### src/rtl/memcfg_pkg.sv
package memcfg_pkg;

    localparam int DATA_W    = 32;
    localparam int REG_CNT   = 3;
    localparam int REG_STRIDE = 4;

    localparam int IDX_CFG    = 0;
    localparam int IDX_LOCK   = 1;
    localparam int IDX_COMMIT = 2;

    localparam int TM_LSB   = 0;
    localparam int TM_W     = 2;
    localparam int TRIG_BIT = 16;
    localparam int STS_BIT  = 24;
    localparam int KEY_BIT  = 0;

    localparam int STORE_W = TM_W + 1;

    typedef logic [STORE_W-1:0] store_t;

    typedef struct packed {
        logic [TM_W-1:0]    tm;
        logic               sts;
        logic               lock;
        logic               commit;
        logic               start;
        logic [REG_CNT-1:0] par;
        logic               perr;
        logic [DATA_W-1:0]  rdata;
    } state_t;

    function automatic logic even_par(input store_t v);
        return ^v;
    endfunction

endpackage

### src/rtl/memcfg_decode.sv
module memcfg_decode #(
    parameter int ADDR_W  = 8,
    parameter int REG_CNT = 3,
    parameter int STRIDE  = 4
) (
    input  logic [ADDR_W-1:0]  addr,
    output logic [REG_CNT-1:0] sel
);
    for (genvar i = 0; i < REG_CNT; i++) begin : g_sel
        assign sel[i] = (addr == ADDR_W'(i * STRIDE));
    end
endmodule

### src/rtl/memcfg_parchk.sv
module memcfg_parchk #(
    parameter int REG_CNT = 3,
    parameter int W       = 3
) (
    input  logic [REG_CNT-1:0][W-1:0] data,
    input  logic [REG_CNT-1:0]        par,
    output logic [REG_CNT-1:0]        bad
);
    for (genvar i = 0; i < REG_CNT; i++) begin : g_chk
        assign bad[i] = ^{data[i], par[i]};
    end
endmodule

### src/rtl/memcfg_top.sv
module memcfg_top
    import memcfg_pkg::*;
#(
    parameter int ADDR_W = 8
) (
    input  logic              clk,
    input  logic              rst_n,
    input  logic [ADDR_W-1:0] bus_addr,
    input  logic              bus_we,
    input  logic [DATA_W-1:0] bus_wdata,
    output logic [DATA_W-1:0] bus_rdata,
    input  logic              init_done,
    output logic              init_start,
    output logic [TM_W-1:0]   test_mode,
    output logic              parity_error
);
    localparam int PAD_W = STORE_W - 1;

    state_t d, q;

    logic [REG_CNT-1:0]              sel;
    logic [REG_CNT-1:0][STORE_W-1:0] store_q;
    logic [REG_CNT-1:0][STORE_W-1:0] store_d;
    logic [REG_CNT-1:0]              bad;
    logic                            lock_bit;
    logic                            commit_bit;
    logic                            unused_wdata;

    assign unused_wdata = ^{bus_wdata[DATA_W-1:TRIG_BIT+1],
                            bus_wdata[TRIG_BIT-1:TM_W]};

    memcfg_decode #(
        .ADDR_W (ADDR_W),
        .REG_CNT(REG_CNT),
        .STRIDE (REG_STRIDE)
    ) u_dec (
        .addr(bus_addr),
        .sel (sel)
    );

    // Stored content per register, in a common width for parity
    assign store_q[IDX_CFG]    = {q.sts, q.tm};
    assign store_q[IDX_LOCK]   = {{PAD_W{1'b0}}, q.lock};
    assign store_q[IDX_COMMIT] = {{PAD_W{1'b0}}, q.commit};

    memcfg_parchk #(
        .REG_CNT(REG_CNT),
        .W      (STORE_W)
    ) u_par (
        .data(store_q),
        .par (q.par),
        .bad (bad)
    );

    always_comb begin
        logic cfg_wr;
        logic trig;
        logic [DATA_W-1:0] rd;

        d = q;

        cfg_wr = bus_we && sel[IDX_CFG] && !q.lock;
        trig   = cfg_wr && bus_wdata[TRIG_BIT];

        if (cfg_wr) begin
            d.tm = bus_wdata[TM_LSB +: TM_W];
        end

        if (trig) begin
            d.sts = 1'b0;
        end else if (init_done) begin
            d.sts = 1'b1;
        end

        if (bus_we && sel[IDX_LOCK] && !q.commit) begin
            d.lock = bus_wdata[KEY_BIT];
        end

        if (bus_we && sel[IDX_COMMIT] && bus_wdata[KEY_BIT]) begin
            d.commit = 1'b1;
        end

        d.start = trig;

        store_d[IDX_CFG]    = {d.sts, d.tm};
        store_d[IDX_LOCK]   = {{PAD_W{1'b0}}, d.lock};
        store_d[IDX_COMMIT] = {{PAD_W{1'b0}}, d.commit};
        for (int i = 0; i < REG_CNT; i++) begin
            d.par[i] = even_par(store_d[i]);
        end

        d.perr = q.perr || (|bad);

        rd = '0;
        if (sel[IDX_CFG]) begin
            rd[TM_LSB +: TM_W] = q.tm;
            rd[STS_BIT]        = q.sts;
        end
        if (sel[IDX_LOCK]) begin
            rd[KEY_BIT] = q.lock;
        end
        if (sel[IDX_COMMIT]) begin
            rd[KEY_BIT] = q.commit;
        end
        d.rdata = rd;
    end

    always_ff @(posedge clk) begin
        if (!rst_n) begin
            q <= '0;
        end else begin
            q <= d;
        end
    end

    assign bus_rdata    = q.rdata;
    assign init_start   = q.start;
    assign test_mode    = q.tm;
    assign parity_error = q.perr;
    assign lock_bit     = q.lock;
    assign commit_bit   = q.commit;

endmodule

### config.mk
export PLATFORM = sky130hd
export DESIGN_NAME = memcfg_top
export DESIGN_NICKNAME = d
export VERILOG_FILES = /design/src/rtl/memcfg_pkg.sv /design/src/rtl/memcfg_decode.sv /design/src/rtl/memcfg_parchk.sv /design/src/rtl/memcfg_top.sv
export SDC_FILE = /design/constraint.sdc
export NUM_CORES = 1
export LEC_CHECK = 0
export BUFFER_PORTS_ARGS = -buffer_cell sky130_fd_sc_hd__buf_2
export CORE_MARGIN = 8
export CORE_UTILIZATION = 37
export CTS_CLUSTER_SIZE = 12
export DETAILED_ROUTE_END_ITERATION = 8
export PLACE_DENSITY = 0.88
export REMOVE_ABC_BUFFERS = 1
export SYNTH_ARGS = -nofsm -noshare
export SYNTH_HDL_FRONTEND = slang
export SYNTH_SLANG_ARGS = --single-unit
### constraint.sdc
create_clock -name clk -period 4.5 [get_ports clk]
set_clock_uncertainty 0.2 [all_clocks]
set_input_delay 1.35 -clock clk [delete_from_list [all_inputs] [get_ports clk]]
set_output_delay 1.35 -clock clk [all_outputs]
set_load 0.05 [all_outputs]
==> results.toml <==
[run_status]
status = "finished clean"

[cells_and_area]
antenna-diode-count = 0
area.growth.synth_to_final_pct = 1.44
num-fill-cells = 224
layout_cells_sized_above_1_pct = 27.9
number_of_nets_in_the_layout = 149
final_core_utilization_pct = 40.0

[routing]
drt_pre_antenna_iters = 3
via_count = 518
routed_wirelength_um = 1370
wl_per_cell_um = 10.5
drt_first_iter_violations = 8
route.detailed.drc = 0
final_antenna_net_count = 0
post_drt_via_cell_ratio = 3.95

[clock_tree]
post_cts.repair.setup_buffers = 0
clk_root_buffer_cell = "sky130_fd_sc_hd__clkbuf_4"
clk_latency_ps = 260
cts_inserted_buffers = 3
clk_path_buf_depth = 2
holdBufCountCts = 0
clk_transition_reported_paths_ps = 70
cts_max_level = 1
post_cts.resized_instances = 0
cts_num_sinks = 11
tritoncts_clock_tree = "done"

[job]
drv.max_cap_violation_count = 0

[timing]
setup_viol = 0
worst_setup_margin_ps = 2000
clock.fmax_mhz = 400
slew_violations = 0
timing_hold_violations_final = 0
final.setup.tns_ps = 0
period_needed_ps = 2500
worst_slew_margin_rel_pct = 61.7
unrepaired_setup_endpoints_after_global_routing = "false"
min_period_over_period_pct = 55.6
timing_worst_slew_pin_value_ps = 569
holdWs_ps = 252

[placed_design]
hpwl_um = 1230
gp_congestion = 0.777
detailedPlace.worstSlack_ps = 1710
io_buf_count = 21

[power]
comb_power_share_pct = 32.5
cellPowerDensity_mw_per_mm2 = 310
worst_ir_drop_vdd_mv = 0.114
internal-power_uw = 146
p_leak_nw = 0.437
power_switching_uw = 99.8
netSwitchingFraction_pct = 40.5
share_seq_of_total_power_pct = 41.1
clock_power_share_pct = 26.4

[min_path]
worst_hold_startpoint = "parity_error"
holdPathEnd = "parity_error"
hold_depth = 2
worst_hold_path_type = "flop to flop"

[floorplanning]
fp.dieH_um = 62.0
full_die_area_mm2 = 0.00384
core_region_area_mm2 = 0.00198
fp-row-count = 16
io_pins = 80
die_width_um = 62.0
initial_core_util_pct = 39.5

[global_routing]
grt_antenna_before_repair = 0
maximum_number_of_pins_on_one_net_before_global_route_repair = 13
grt.overflow.total = 0
grt_pass1_vias = 561
grt_util_all_layers_pct = 7.67
grt_first_pass_wirelength_um = 2150

[yosys]
ys.flop_type = "sky130_fd_sc_hd__dfxtp_1"
synth.area.top_cells = "sky130_fd_sc_hd__buf_4 (33%), sky130_fd_sc_hd__dfxtp_1 (28%), sky130_fd_sc_hd__xnor2_1 (6.7%)"
synth.avg_cell_area_um2 = 9.09
post-synth-top-area-fraction_pct = 32.6
sequential_area_share_after_synthesis_pct = 28.2
count_of_flip_flops_with_a_built_in_enable_after_synthesis = 0
count_of_yosys_warnings_during_synthesis = 0
post_synth_num_cell_types = 25
post_synth_most_frequent_cells = "sky130_fd_sc_hd__buf_4 (34), sky130_fd_sc_hd__dfxtp_1 (11), sky130_fd_sc_hd__xnor2_1 (6)"
synthMostInstantiatedCell = "sky130_fd_sc_hd__buf_4"
syn_area_um2 = 782
synth_cells = 86
ys_ff_latch = 11
async_flop_share_pct = 0
post-synth-top-area-cell = "sky130_fd_sc_hd__buf_4"

[setup_path]
endpoint_kind = "flop"
crit_fanout = 3
worst-r2r-setup-slack_ps = 3230
required_ps = 4460
worst_ep_arrival_time_ps = 2460
timing.reg2reg.worst_path_depth = 3
critical_path.reg2reg.endpoint = "q[33]"
worstSetupStartpointType = "input pin"
worstSetupPathType = "input pin to flop"
## registers in the layout, summed over array words and instances, names as in the netlist, named ones only
| name | count |
|---|---|
| init_start | 1 |
| bus_rdata | 3 |
| q | 2 |
| parity_error | 1 |
| commit_bit | 1 |
| test_mode | 2 |
## metrics by stage
stage	total power, mW	instance area (um^2)	instances
final	0.246	793	131
after global routing	0.260	793	131
after CTS	0.248	793	131
after detailed placement	0.183	767	127
after global placement	0.181	767	127
after floorplan	0.171	628	79
## cells in the final DEF (no fill, tap or decap), types with 2 or more instances in the layout
| cell type | count |
|---|---|
| sky130_fd_sc_hd__and3_1 | 2 |
| sky130_fd_sc_hd__buf_2 | 21 |
| sky130_fd_sc_hd__clkbuf_4 | 3 |
| sky130_fd_sc_hd__conb_1 | 29 |
| sky130_fd_sc_hd__dfxtp_1 | 11 |
| sky130_fd_sc_hd__mux2i_1 | 4 |
| sky130_fd_sc_hd__nand2_1 | 4 |
| sky130_fd_sc_hd__nor2_1 | 2 |
| sky130_fd_sc_hd__nor2b_1 | 5 |
| sky130_fd_sc_hd__o21ai_0 | 2 |
| sky130_fd_sc_hd__xnor2_1 | 6 |
## how the worst max path moves through the flow
stage | startpoint | end | slack, ps
floorplan | bus_addr[5] | q[33] | 1870
global placement | bus_addr[5] | q[33] | 1730
detailed placement | bus_addr[5] | flop | 1710
CTS | test_mode[0] | test_mode[0] | 1990
global route | test_mode[0] | test_mode[0] | 1940
finish | bus_addr[5] | flop | 2000
## power by group through the flow
| stage | Combinational (mW) | Sequential (mW) | Clock, mW |
|---|---|---|---|
| finish | 0.0801 | 0.101 | 0.0649 |
| global route | 0.0841 | 0.101 | 0.0743 |
| CTS | 0.0792 | 0.101 | 0.0673 |
| detailed placement | 0.0791 | 0.103 | 0 |
| global placement | 0.0783 | 0.103 | 0 |
| floorplan | 0.0637 | 0.107 | 0 |
## routing by layer
| metal | up-vias | global-route usage (%) | routed length [um] |
|---|---|---|---|
| met5 | - | 0 | 0 |
| met4 | 0 | 4.87 | 22 |
| met3 | 2 | 4.12 | 189 |
| met2 | 36 | 11.8 | 574 |
| met1 | 224 | 7.99 | 586 |
| li1 | 256 | - | - |
## cell families after synthesis
logic type	after synthesis	synth area share, %
AOI/OAI and AO/OA	6	4.96
xor gates and xnor gates	6	6.72
buffers and inverters	36	33.6
DFF	11	28.2
muxes	4	5.12
other	1	0.480
and+or+nand+nor	22	21.0
## worst max-delay path, cell delays in order
cell	delay, ps
sky130_fd_sc_hd__buf_2	90
sky130_fd_sc_hd__or4_4	560
sky130_fd_sc_hd__nor3_4	160
sky130_fd_sc_hd__nand4b_1	150
sky130_fd_sc_hd__mux2i_1	140
## area by class of cell
cell class,instances,area (um^2),area share (%)
Multi-Input combinational cell,67,404,50.9
Sequential cell,11,220,27.8
Timing Repair Buffer,21,105,13.2
Tap cell,27,33.8,4.26
Clock buffer,4,26.3,3.31
Inverter,1,3.75,0.473
Note: power is estimated with default switching activity, not from simulation.
